## src/rtl/zcg_pkg.sv

```systemverilog
package zcg_pkg;

    localparam int TMO_SEL_W = 2;
    localparam int TMO_BASE  = 128;
    localparam int TMO_CNT_W = 11;
    localparam int NUM_CH    = 2;

    typedef enum logic [1:0] {
        UPD_NONE = 2'd0,
        UPD_ZC   = 2'd1,
        UPD_TMO  = 2'd2,
        UPD_IMM  = 2'd3
    } upd_cause_e;

    typedef struct packed {
        logic                 busy;
        logic [NUM_CH-1:0]    pend;
        logic                 up;
    } ctl_state_t;

    function automatic logic [TMO_CNT_W-1:0] tmo_limit(input logic [TMO_SEL_W-1:0] sel);
        logic [TMO_CNT_W-1:0] base;
        base = TMO_CNT_W'(TMO_BASE);
        return base << sel;
    endfunction

    function automatic upd_cause_e pick_cause(input logic imm, input logic expire, input logic zc);
        if (imm)         return UPD_IMM;
        else if (expire) return UPD_TMO;
        else if (zc)     return UPD_ZC;
        else             return UPD_NONE;
    endfunction

endpackage

```

## src/rtl/zcg_zc_det.sv

```systemverilog
module zcg_zc_det #(
    parameter int SAMPLE_W = 16
) (
    input  logic                       clk,
    input  logic                       rst,
    input  logic                       smp_vld,
    input  logic signed [SAMPLE_W-1:0] smp,
    output logic                       zc
);
    localparam int MSB = SAMPLE_W - 1;

    logic prev_neg;

    always_ff @(posedge clk) begin
        if (rst)          prev_neg <= 1'b0;
        else if (smp_vld) prev_neg <= smp[MSB];
    end

    always_comb begin
        zc = (smp[MSB] != prev_neg) || (smp == '0);
    end
endmodule

```

## src/rtl/zcg_tmo_cnt.sv

```systemverilog
module zcg_tmo_cnt
    import zcg_pkg::*;
(
    input  logic                 clk,
    input  logic                 rst,
    input  logic                 start,
    input  logic                 busy,
    input  logic                 smp_vld,
    input  logic [TMO_SEL_W-1:0] sel,
    output logic                 expire
);
    logic [TMO_CNT_W-1:0] cnt;
    logic [TMO_CNT_W-1:0] cnt_nxt;
    logic [TMO_CNT_W-1:0] lim;

    always_comb begin
        lim     = tmo_limit(sel);
        cnt_nxt = cnt + TMO_CNT_W'(1);
        expire  = busy && smp_vld && (cnt_nxt >= lim);
    end

    always_ff @(posedge clk) begin
        if (rst || start)          cnt <= '0;
        else if (busy && smp_vld && !expire) cnt <= cnt_nxt;
    end

    AST_CNT_BELOW_MAX: assert property (@(posedge clk) disable iff (rst)
        cnt < tmo_limit(2'b11)) else $error("count beyond longest timeout");
endmodule

```

## src/rtl/zcg_chan_vol.sv

```systemverilog
module zcg_chan_vol #(
    parameter int          VOL_W    = 8,
    parameter int          STEP_W   = 4,
    parameter logic [VOL_W-1:0] VOL_INIT = 8'd128
) (
    input  logic              clk,
    input  logic              rst,
    input  logic              upd,
    input  logic              imm,
    input  logic              up,
    input  logic [STEP_W-1:0] step,
    output logic [VOL_W-1:0]  vol
);
    localparam logic [VOL_W-1:0] VOL_MAX = {VOL_W{1'b1}};

    logic [VOL_W-1:0] amt;
    logic [VOL_W:0]   sum;
    logic [VOL_W-1:0] vol_nxt;

    always_comb begin
        amt = imm ? VOL_W'(1) : VOL_W'(step);
        sum = {1'b0, vol} + {1'b0, amt};
        if (up) vol_nxt = (sum > {1'b0, VOL_MAX}) ? VOL_MAX : sum[VOL_W-1:0];
        else    vol_nxt = (vol >= amt) ? (vol - amt) : '0;
    end

    always_ff @(posedge clk) begin
        if (rst)      vol <= VOL_INIT;
        else if (upd) vol <= vol_nxt;
    end

    AST_DOWN_NO_WRAP: assert property (@(posedge clk) disable iff (rst)
        (upd && !up) |=> (vol <= $past(vol))) else $error("down wrap");
    AST_UP_NO_WRAP: assert property (@(posedge clk) disable iff (rst)
        (upd && up) |=> (vol >= $past(vol))) else $error("up wrap");
    AST_IMM_ONE_STEP: assert property (@(posedge clk) disable iff (rst)
        (upd && imm) |=> ((vol == $past(vol)) || (vol == $past(vol) + VOL_W'(1))
                          || (vol == $past(vol) - VOL_W'(1)))) else $error("imm step");
    AST_HOLD_IDLE: assert property (@(posedge clk) disable iff (rst)
        !upd |=> $stable(vol)) else $error("idle change");
endmodule

```

## src/rtl/zcg_gain_updater.sv

```systemverilog
module zcg_gain_updater
    import zcg_pkg::*;
#(
    parameter int               SAMPLE_W = 16,
    parameter int               VOL_W    = 8,
    parameter int               STEP_W   = 4,
    parameter logic [VOL_W-1:0] VOL_INIT = 8'd128
) (
    input  logic                       clk,
    input  logic                       rst,
    input  logic                       smp_vld,
    input  logic signed [SAMPLE_W-1:0] smp_l,
    input  logic signed [SAMPLE_W-1:0] smp_r,
    input  logic                       req_vld,
    input  logic                       req_up,
    input  logic [STEP_W-1:0]          req_step,
    input  logic [TMO_SEL_W-1:0]       tmo_sel,
    input  logic                       zc_off,
    input  logic                       fs_imm,
    input  logic                       over_fs,
    output logic [VOL_W-1:0]           vol_l,
    output logic [VOL_W-1:0]           vol_r,
    output logic                       done
);
    ctl_state_t          st;
    logic [STEP_W-1:0]   step_q;
    logic                latch;
    logic                act;
    logic                imm_mode;
    logic                tmo_exp;
    logic [NUM_CH-1:0]   zc;
    logic [NUM_CH-1:0]   fire;
    logic [NUM_CH-1:0]   pend_left;
    upd_cause_e          cause [NUM_CH];
    logic signed [SAMPLE_W-1:0] smp_a [NUM_CH];
    logic [VOL_W-1:0]    vol_a [NUM_CH];

    assign smp_a[0] = smp_l;
    assign smp_a[1] = smp_r;
    assign vol_l    = vol_a[0];
    assign vol_r    = vol_a[1];

    always_comb begin
        latch     = req_vld && !st.busy;
        act       = st.busy && smp_vld;
        imm_mode  = zc_off || (fs_imm && over_fs);
        for (int c = 0; c < NUM_CH; c++) begin
            cause[c] = act && st.pend[c] ? pick_cause(imm_mode, tmo_exp, zc[c]) : UPD_NONE;
            fire[c]  = (cause[c] != UPD_NONE);
        end
        pend_left = st.pend & ~fire;
    end

    zcg_tmo_cnt u_tmo (
        .clk     (clk),
        .rst     (rst),
        .start   (latch),
        .busy    (st.busy),
        .smp_vld (smp_vld),
        .sel     (tmo_sel),
        .expire  (tmo_exp)
    );

    for (genvar c = 0; c < NUM_CH; c++) begin : g_ch
        zcg_zc_det #(.SAMPLE_W(SAMPLE_W)) u_zc (
            .clk     (clk),
            .rst     (rst),
            .smp_vld (smp_vld),
            .smp     (smp_a[c]),
            .zc      (zc[c])
        );
        zcg_chan_vol #(.VOL_W(VOL_W), .STEP_W(STEP_W), .VOL_INIT(VOL_INIT)) u_vol (
            .clk  (clk),
            .rst  (rst),
            .upd  (fire[c]),
            .imm  (imm_mode),
            .up   (st.up),
            .step (step_q),
            .vol  (vol_a[c])
        );
    end

    always_ff @(posedge clk) begin
        if (rst) begin
            st     <= '0;
            step_q <= '0;
            done   <= 1'b0;
        end else begin
            done <= act && (pend_left == '0);
            if (latch) begin
                st.busy <= 1'b1;
                st.pend <= '1;
                st.up   <= req_up;
                step_q  <= req_step;
            end else if (act) begin
                st.pend <= pend_left;
                if (pend_left == '0) st.busy <= 1'b0;
            end
        end
    end

    AST_DONE_PULSE: assert property (@(posedge clk) disable iff (rst)
        done |=> !done) else $error("done longer than one cycle");
    AST_EXPIRE_ENDS: assert property (@(posedge clk) disable iff (rst)
        tmo_exp |=> !st.busy) else $error("timeout left channel pending");
    AST_LATCH_QUIET: assert property (@(posedge clk) disable iff (rst)
        latch |=> ($stable(vol_l) && $stable(vol_r) && !done)) else $error("latch moved gain");
    AST_PEND_BUSY: assert property (@(posedge clk) disable iff (rst)
        st.busy == (st.pend != '0)) else $error("pending without busy");
endmodule

```

## config.mk

```make
export PLATFORM = sky130hd
export DESIGN_NAME = zcg_gain_updater
export DESIGN_NICKNAME = d
export VERILOG_FILES = /design/src/rtl/zcg_pkg.sv /design/src/rtl/zcg_zc_det.sv /design/src/rtl/zcg_tmo_cnt.sv /design/src/rtl/zcg_chan_vol.sv /design/src/rtl/zcg_gain_updater.sv
export SDC_FILE = /design/constraint.sdc
export NUM_CORES = 1
export LEC_CHECK = 0
export BUFFER_PORTS_ARGS = -buffer_cell sky130_fd_sc_hd__buf_2
export CAP_MARGIN = 5
export CORE_ASPECT_RATIO = 1.25
export CORE_MARGIN = 1.5
export CORE_UTILIZATION = 30
export DETAILED_ROUTE_END_ITERATION = 7
export PLACE_DENSITY_LB_ADDON = 0.1
export SYNTH_ARGS = -nofsm -noshare
export SYNTH_HDL_FRONTEND = slang
export SYNTH_SLANG_ARGS = --single-unit
```

## constraint.sdc

```tcl
create_clock -name clk -period 3.01 [get_ports clk]
set_input_delay 0.1505 -clock clk [delete_from_list [all_inputs] [get_ports clk]]
set_output_delay 0.1505 -clock clk [all_outputs]
set_load 0.05 [all_outputs]
```

# Yosys cells after proc, flatten, opt, wreduce, memory -nomap -nowiden
# Cells that the tools add are included.
[classes] mux=18 bitwise_logic=2 n_shift=1 reduce_logical=22 order_cmp=5 add_sub_neg=5 n_div=0 mul=0 n_eq_ne=2
[op_table] cell="$mux 8" count=6
[op_table] cell="$logic_not 16->1" count=2
[op_table] cell="$add 8x8->9" count=2
[op_table] cell="$gt 9x8->1 const B" count=2
[op_table] cell="$ge 8x8->1" count=2
[op_table] cell="$sub 8x8->8" count=2
[op_table] cell="$mux 2" count=6
[op_table] cell="$add 11x1->11 const B" count=1
[op_table] cell="$ge 11x11->1" count=1
[op_table] cell="$shl 8x2->11 const A" count=1
[op_table] cell="$logic_and 1x1->1" count=8
[op_table] cell="$reduce_bool 2->1" count=4
[op_table] cell="$mux 3" count=2
[op_table] cell="$logic_or 1x1->1" count=4
[op_table] cell="$mux 4" count=1
[op_table] cell="$mux 1" count=3
[op_table] cell="$and 2x2->2" count=1
[op_table] cell="$logic_not 1->1" count=2
[op_table] cell="$logic_not 2->1" count=1
[op_table] cell="$ne 1x1->1" count=2
[op_table] cell="$not 2->2" count=1
[op_table] cell="$reduce_and 2->1" count=1
[totals] romBits=0 latchBits=0 word_cells=65 memories=0 out_inout_bits=17 ramBits=0 regBits=38

# Longest topological paths before layout
# Gate-level depths: netlist (run 1).
[depth] depth_word=13 ltp_mapped=13

# Modules after synthesis
# Synthesis (run 1) repeated with hierarchy kept, for this count alone.
[hier_totals] cells_unflattened=398 hier_area_um2=3154.3
[by_module_without_submodules] module="zcg_chan_vol" n_inst=2 cells_per_inst=125 area_per_inst_um2=945.9
[by_module_without_submodules] module="zcg_tmo_cnt" n_inst=1 cells_per_inst=86 area_per_inst_um2=725.7
[by_module_without_submodules] module="zcg_gain_updater" n_inst=1 cells_per_inst=44 area_per_inst_um2=369.1
[by_module_without_submodules] module="zcg_zc_det" n_inst=2 cells_per_inst=9 area_per_inst_um2=83.8

# Least setup slack after synthesis (run 1)
# Ideal clock, no wire load.
[synth_timing] path_type="register to register" start="register u_tmo.cnt[2]" end="register u_tmo.cnt[7]" synth_period_minus_slack_ns=2.530 arrival_ns=2.415 setup_ns=0.115 stages_incl_launch_ff=14 setup_slack_ns=0.480 path_buffers=1 cell_sequence="dfxtp_1 -> and4_1 -> and2_1 -> nand3_1 -> nor2_1 -> xor2_1 -> ha_1 -> o21a_1 -> o2bb2ai_4 -> and3_1 -> buf_4 -> nor2b_1 -> xnor2_1 -> nor2_1"
[synth_between] elab_chain_len=5
[synth_lines] item="start, declared" line_no="zcg_tmo_cnt.sv:12" text="logic [TMO_CNT_W-1:0] cnt;"
[synth_lines] item="start signal, assigned" line_no="zcg_tmo_cnt.sv:24" text="else if (busy && smp_vld && !expire) cnt <= cnt_nxt;"
[synth_lines] item="$add 11x1->11" line_no="zcg_tmo_cnt.sv:18" text="cnt_nxt = cnt + TMO_CNT_W'(1);"
[synth_lines] item="net u_tmo.cnt_nxt[9]" line_no="zcg_tmo_cnt.sv:13" text="logic [TMO_CNT_W-1:0] cnt_nxt;"
[synth_lines] item="$ge 11x11->1" line_no="zcg_tmo_cnt.sv:19" text="expire = busy && smp_vld && (cnt_nxt >= lim);"
[synth_lines] item="$logic_and 1x1->1" line_no="zcg_tmo_cnt.sv:19"
[synth_lines] item="$logic_not 1->1" line_no="zcg_tmo_cnt.sv:24"
[synth_lines] item="$logic_and 1x1->1" line_no="zcg_tmo_cnt.sv:24"
# The timed path passes the listed nets, and every way through them passes these cells.
# A chain may end at the register's enable or synchronous reset.

# Worst setup path after layout (run 1)
[layout_timing] start="register u_tmo.cnt[2]" end="register g_ch[0].u_vol.vol[4]"
[layout_between] elab_chain_len=7
[layout_lines] item="$add 11x1->11" line_no="zcg_tmo_cnt.sv:18"
[layout_lines] item="net u_tmo.cnt_nxt[10]" line_no="zcg_tmo_cnt.sv:13"
[layout_lines] item="$ge 11x11->1" line_no="zcg_tmo_cnt.sv:19"
[layout_lines] item="$logic_and 1x1->1" line_no="zcg_tmo_cnt.sv:19"
[layout_lines] item="$mux 2" line_no="zcg_pkg.sv:29" text="else if (expire) return UPD_TMO;"
[layout_lines] item="$mux 2" line_no="zcg_pkg.sv:28" text="if (imm) return UPD_IMM;"
[layout_lines] item="$mux 2" line_no="zcg_gain_updater.sv:48" text="cause[c] = act && st.pend[c] ? pick_cause(imm_mode, tmo_exp, zc[c]) : UPD_NONE;"
[layout_lines] item="$reduce_bool 2->1" line_no="zcg_gain_updater.sv:49" text="fire[c] = (cause[c] != UPD_NONE);"
[layout_lines] item="end signal, assigned" line_no="zcg_chan_vol.sv:29" text="else if (upd) vol <= vol_nxt;"
[layout_lines] item="end, declared" line_no="zcg_chan_vol.sv:12" text="output logic [VOL_W-1:0] vol"
# The timed path passes the listed nets, and every way through them passes these cells.

==> results of run 1 <==
[where the power goes]
| part | switching (µW) | internal (µW) | leakage [µW] |
|---|---|---|---|
| clock | 212 | 498 | 0.0000971 |
| sequential | 24.1 | 519 | 0.000309 |
| combinational | 175 | 123 | 0.00111 |
| total | 411 | 1140 | 0.00151 |
[per-layer routing]
metal / GRT usage / up-vias / routed length [µm]
met4: 0.0503 / 0 / 108
met1: 0.179 / 1277 / 3500
met3: 0.0252 / 6 / 244
met5: 0 / - / 0
met2: 0.279 / 47 / 3970
li1: - / 1407 / -
[timing repair]
action | CTS | global route
setup endpoints to repair | 0 | 5
resized for setup | 0 | 2
buffers inserted | 0 | 1
[final cells by class]
type                       instances  area, µm²
tap                              126        158
clock buffer                       6        139
inverter                          22       82.6
sequential                        38        761
multi-input combinational        281       2060
fill                            1027       6060
timing repair buffer              66        340
clock inverter                     2       60.1
[cells in the mapped netlist, drive strengths merged, types with 4 or more instances]
cell     n  share of area
mux2i    9          0.030
inv     22          0.028
o31a     4          0.012
clkbuf  11          0.014
ha      23          0.097
a21oi   18          0.033
dfxtp   38           0.26
o211ai   4          0.010
fa       4          0.027
xor2    11          0.032
nand3   16          0.027
and3     4         0.0084
a31oi    7          0.026
nor2    42          0.054
nand2   21          0.026
nand4    6          0.013
a311oi   4          0.014
and2     4         0.0084
nand2b   7          0.016
buf      5          0.014
nor2b    5          0.010
a41oi    4          0.019
xnor2    7          0.021
nor4    10          0.042
nor3    10          0.018
o21ai   26          0.044
[worst max-delay path, delay by kind of cell (launching register included)]
kind	cells	cell delay (ns)
AO/OA/AOI/OAI	3	0.39
AND/OR/NAND/NOR	7	1.31
adder cells (fa/ha/maj)	1	0.28
flip-flops	1	0.38
XOR/XNOR	1	0.14
buffers and inverters	1	0.15
[worst paths after layout]
path,startpoint,endpoint,slack (ns),cells after the start
max reg2reg,u_tmo.cnt[2],g_ch[0].u_vol.vol[4],0.27,13
min reg2reg,step_q[2],step_q[2],0.50,2
max,u_tmo.cnt[2],g_ch[0].u_vol.vol[4],0.27,13
min,req_vld,st[3],0.11,2
[cells by family after synthesis]
kind of cell               Yosys count  share of synthesized area
AOI/OAI and AO/OA                   90                      0.229
xor gates and xnor gates            18                     0.0529
adders and majority gates           27                      0.123
buffers and inverters               38                     0.0558
DFF                                 38                      0.255
muxes                                9                     0.0302
and+or+nand+nor                    137                      0.253
[sequential cells by signal, summed over array words and instances (netlist names)]
name / flops
g_ch.u_vol.vol: 16
g_ch.u_zc.prev_neg: 2
step_q: 4
u_tmo.cnt: 11
done: 1
st: 4
[through the flow]
| step | std cells | total power (µW) | worst slack (ns) | hold slack, ns | cell area [µm²] |
|---|---|---|---|---|---|
| floorplan | 357 | 761 | 0.480 | 0.288 | 2980 |
| global placement | 532 | 852 | 0.252 | 0.387 | 3390 |
| detailed placement | 532 | 851 | 0.194 | 0.392 | 3390 |
| CTS | 540 | 1580 | 0.170 | 0.0972 | 3590 |
| global route | 541 | 1640 | 0.00877 | 0.113 | 3600 |
| finish | 541 | 1550 | 0.273 | 0.105 | 3600 |
[layout by cell type, fill, tap and decap left out, types with 5 or more instances in the layout]
master and count:
o21ai_0 16, nor2b_1 5, buf_2 62, nor4_2 5
nand4_1 6, inv_1 20, mux2i_1 9, xor2_1 11
xnor2_1 7, nor2_1 40, nand2b_1 6, nand3_1 16
nor3_1 9, ha_1 23, nand2_1 21, a21oi_1 16
clkbuf_16 5, dfxtp_1 38, o21ai_1 10
==> results.sh, run 1 <==
export IMPL_slowest_stage="dfxtp_1"
export IMPL_numCtsBuffers=5
export IMPL_drv_cap=0
export IMPL_ys_warn_count=0
export IMPL_drt_initial_drc_count=71
export IMPL_p_leak_uw=0.00151
export IMPL_cp_end_kind="flop"
export IMPL_relSlewSlack=0.478
export IMPL_rows=40
export IMPL_hp_class="primary input to flop"
export IMPL_vias_per_cell=5.06
export IMPL_setup_viol=0
export IMPL_clkTransAtPathRegs_ns=0.06
export IMPL_grt_overflow_total=0
export IMPL_vdd_drop_max_mv=0.217
export IMPL_start_kind="flop"
export IMPL_worstPathCellList="and4_1, and2_1, and3_1, nand3_1, xnor2_1, ha_1, o21a_1, o2bb2ai_4, buf_4, nand3_1, nand2b_2, or3_1, a21oi_1"
export IMPL_synth_ff_type="dfxtp_1"
export IMPL_layout_nets=487
export IMPL_gp_congestion=0.802
export IMPL_drive_gt1_frac=0.248
export IMPL_async_flop_share=0
export IMPL_drtPass1Iterations=4
export IMPL_skew_ns=0.00496
export IMPL_antenna_found_initial=0
export IMPL_crit_path_max_fanout=7
export IMPL_cpMostUsedCell="nand3_1"
export IMPL_post_route_period_util=0.909
export IMPL_cts_sinks=38
export IMPL_status="finished, final reports clean"
export IMPL_drtAntennaViolNets=0
export IMPL_max_freq_mhz=365
export IMPL_cp_arrival_ns=2.94
export IMPL_synthesis_area_um2=2980
export IMPL_grt_max_degree=27
export IMPL_ys_seq_elements=38
export IMPL_drc_errors=0
export IMPL_die_w_um=92.2
export IMPL_finalCriticalPeriod_ns=2.74
export IMPL_grt_usage=0.152
export IMPL_synth_nets=430
export IMPL_grt_pass1_wl_um=12800
export IMPL_wire_per_inst_um=14.5
export IMPL_rsz0062_at_grt="no"
export IMPL_synthDistinctLibCells=64
export IMPL_wirelength_um=7820
export IMPL_clockRootBuffer="clkbuf_16"
export IMPL_io_buffers=62
export IMPL_crit_path_max_incr_delay_ns=0.38
export IMPL_htree_levels=2
export IMPL_yosysSeqAreaShare=0.255
export IMPL_synth_edf_count=0
export IMPL_utilization=0.372
export IMPL_grt_pass1_vias=2679
export IMPL_synthCells=357
export IMPL_area_growth_pct=20.7
export IMPL_cts_tree="done"
export IMPL_worstPathRequired_ns=3.21
export IMPL_initial_utilization=0.309
export IMPL_setup_tns_final_ns=0
export IMPL_core_area_um2=9660
export IMPL_synth_area_per_cell_um2=8.35
export IMPL_crit_type="flop to flop"
export IMPL_diodes=0
export IMPL_drv_slew=0
export IMPL_die_y_um=114
export IMPL_ios=63
export IMPL_postCtsHoldBufs=0
export IMPL_clk_latency_ns=0.28
export IMPL_dieArea_um2=10500
export IMPL_power_density_nw_per_um2=431
export IMPL_vias=2737
export IMPL_dpl_hpwl_um=6020
export IMPL_hold_viol_final=0
export IMPL_tightest_slew_ns=0.782
export IMPL_clk_path_buf_depth=2
Note: power is estimated with default switching activity, not from simulation.
==> run 2: changes to the inputs <==
Settings changed: BUFFER_PORTS_ARGS -buffer_cell sky130_fd_sc_hd__buf_2 to not set, CORE_MARGIN 1.5 to 2, DONT_BUFFER_PORTS set to 1.
==> results.sh, run 2 (same netlist as run 1, synthesis figures left out) <==
export IMPL_status="finished, final reports clean"
export IMPL_clk_path_buf_depth=2
export IMPL_setup_tns_final_ns=0
export IMPL_met2_usage=0.277
export IMPL_post_place_cells=485
export IMPL_fillers=1022
export IMPL_setup_viol=0
export IMPL_dp_slack_ns=0.173
export IMPL_cts_tree="done"
export IMPL_antenna_found_initial=0
export IMPL_drv_slew=0
export IMPL_cp_end_kind="flop"
export IMPL_grt_usage=0.151
export IMPL_cp_arrival_ns=2.93
export IMPL_finalCriticalPeriod_ns=2.75
export IMPL_initial_utilization=0.309
export IMPL_wire_per_inst_um=15.6
export IMPL_grt_use_met1=0.183
export IMPL_setup_slack_ns=0.264
export IMPL_vdd_drop_max_mv=0.183
export IMPL_vias=2566
export IMPL_dpl_hpwl_um=6010
export IMPL_core_area_um2=9660
export IMPL_stdcell_count=496
export IMPL_largestRegisters="g_ch.u_vol.vol x16, u_tmo.cnt x11"
export IMPL_drt_initial_drc_count=97
export IMPL_largest_register_ffs=16
export IMPL_dieArea_um2=10800
export IMPL_final_common_cell="nor2_1"
export IMPL_hp_class="primary input to flop"
export IMPL_tightest_slew_ns=1.01
export IMPL_ios=63
export IMPL_relSlewSlack=0.327
export IMPL_globalRouteMet3Util=0.0260
export IMPL_r2r_start="u_tmo.cnt[3]"
export IMPL_grt_max_degree=24
export IMPL_htree_levels=2
export IMPL_cts_sinks=38
export IMPL_grt_overflow_total=0
export IMPL_post_route_period_util=0.912
export IMPL_crit_type="flop to flop"
export IMPL_max_freq_mhz=364
export IMPL_drtPass1Iterations=4
export IMPL_numCtsBuffers=5
export IMPL_top_usage_layer="met2"
export IMPL_rsz0062_at_grt="no"
export IMPL_critPathLaunch="u_tmo.cnt[3]"
export IMPL_drv_cap=0
export IMPL_io_buffers=0
export IMPL_min_delay_start="req_vld"
export IMPL_worstPathRequired_ns=3.19
export IMPL_clockRootBuffer="clkbuf_16"
export IMPL_p_leak_uw=0.00132
export IMPL_grt_pass1_vias=2543
export IMPL_layout_nets=442
export IMPL_hold_viol_final=0
export IMPL_clkTransAtPathRegs_ns=0.06
export IMPL_clk_latency_ns=0.28
export IMPL_dpl_cell_area_um2=3190
export IMPL_diodes=0
export IMPL_die_w_um=93.2
export IMPL_grt_pass1_wl_um=12900
export IMPL_gp_congestion=0.827
export IMPL_start_kind="flop"
export IMPL_die_y_um=115
export IMPL_fin_area_um2=3390
export IMPL_regMostFlops="g_ch.u_vol.vol"
export IMPL_wirelength_um=7740
export IMPL_rows=40
export IMPL_area_growth_pct=13.8
export IMPL_final_cell_mix="nor2_1 (41), dfxtp_1 (37), ha_1 (23), nand2_1 (21)"
export IMPL_skew_ns=0.00262
export IMPL_drc_errors=0
export IMPL_drive_gt1_frac=0.154
export IMPL_power_density_nw_per_um2=417
export IMPL_drtAntennaViolNets=0
export IMPL_vias_per_cell=5.17
export IMPL_crit_path_max_fanout=9
[run 2: changes by cell type in the layout (fill, tap and decap cells not counted), sizes merged]
cell,delta
buf,-46
bufinv,-1
clkinvlp,+1
dlygate4sd3,+1
[run 2: critical path, cell delays in order, from the launching register on]
cell	delay (ns)
dfxtp_1	0.37
and4_1	0.21
and2_1	0.16
and3_1	0.25
nand3_1	0.11
xnor2_1	0.14
ha_1	0.29
o21a_1	0.13
o2bb2ai_4	0.19
buf_4	0.15
a31oi_2	0.07
buf_4	0.19
o21ai_1	0.08
a21oi_1	0.05
a211oi_1	0.24
[run 2: layer usage]
metal | vias up | share of wire
met2 | 44 | 0.51
met4 | 0 | 0.0079
li1 | 1323 | -
met3 | 4 | 0.035
met5 | - | 0
met1 | 1195 | 0.45
[run 2: per-stage QoR]
stage | power [µW] | utilization | hold slack (ns)
after floorplan | 761 | - | 0.288
after global placement | 813 | 0.330 | 0.224
after detailed placement | 811 | 0.330 | 0.226
after CTS | 1440 | 0.348 | 0.00627
after global routing | 1500 | 0.351 | 0.00586
final | 1420 | 0.351 | 0.0118
[run 2: power by group]
group          internal [µW]  switching [µW]  total [µW]
combinational            110             157         267
sequential               519            23.4         543
clock                    391             215         606
total                   1020             395        1420
[run 2: path summary, 6_finish.rpt]
kind | depth (start not counted) | slack [ns] | endpoint
worst max-delay path | 14 | 0.26 | g_ch[0].u_vol.vol[0]
worst min-delay path | 1 | 0.01 | st[3]
worst max register to register | 14 | 0.26 | g_ch[0].u_vol.vol[0]
worst min register to register | 2 | 0.49 | step_q[0]
[run 2: area by class of cell]
cell class,instances,area [µm²],area share
multi-input cells,281,2060,0.608
inverters,22,82.6,0.0243
flip-flops and latches,38,762,0.225
clock inverters,2,37.5,0.0111
clock buffers,6,129,0.0380
repair buffers,21,160,0.0472
well taps,126,158,0.0465
[run 2: what timing repair did]
item | CTS | global route
setup buffers | 0 | 2
hold endpoints to repair | 23 | 0
gates resized for setup | 0 | 3
hold buffers | 1 | 0
setup endpoints to repair | 0 | 4
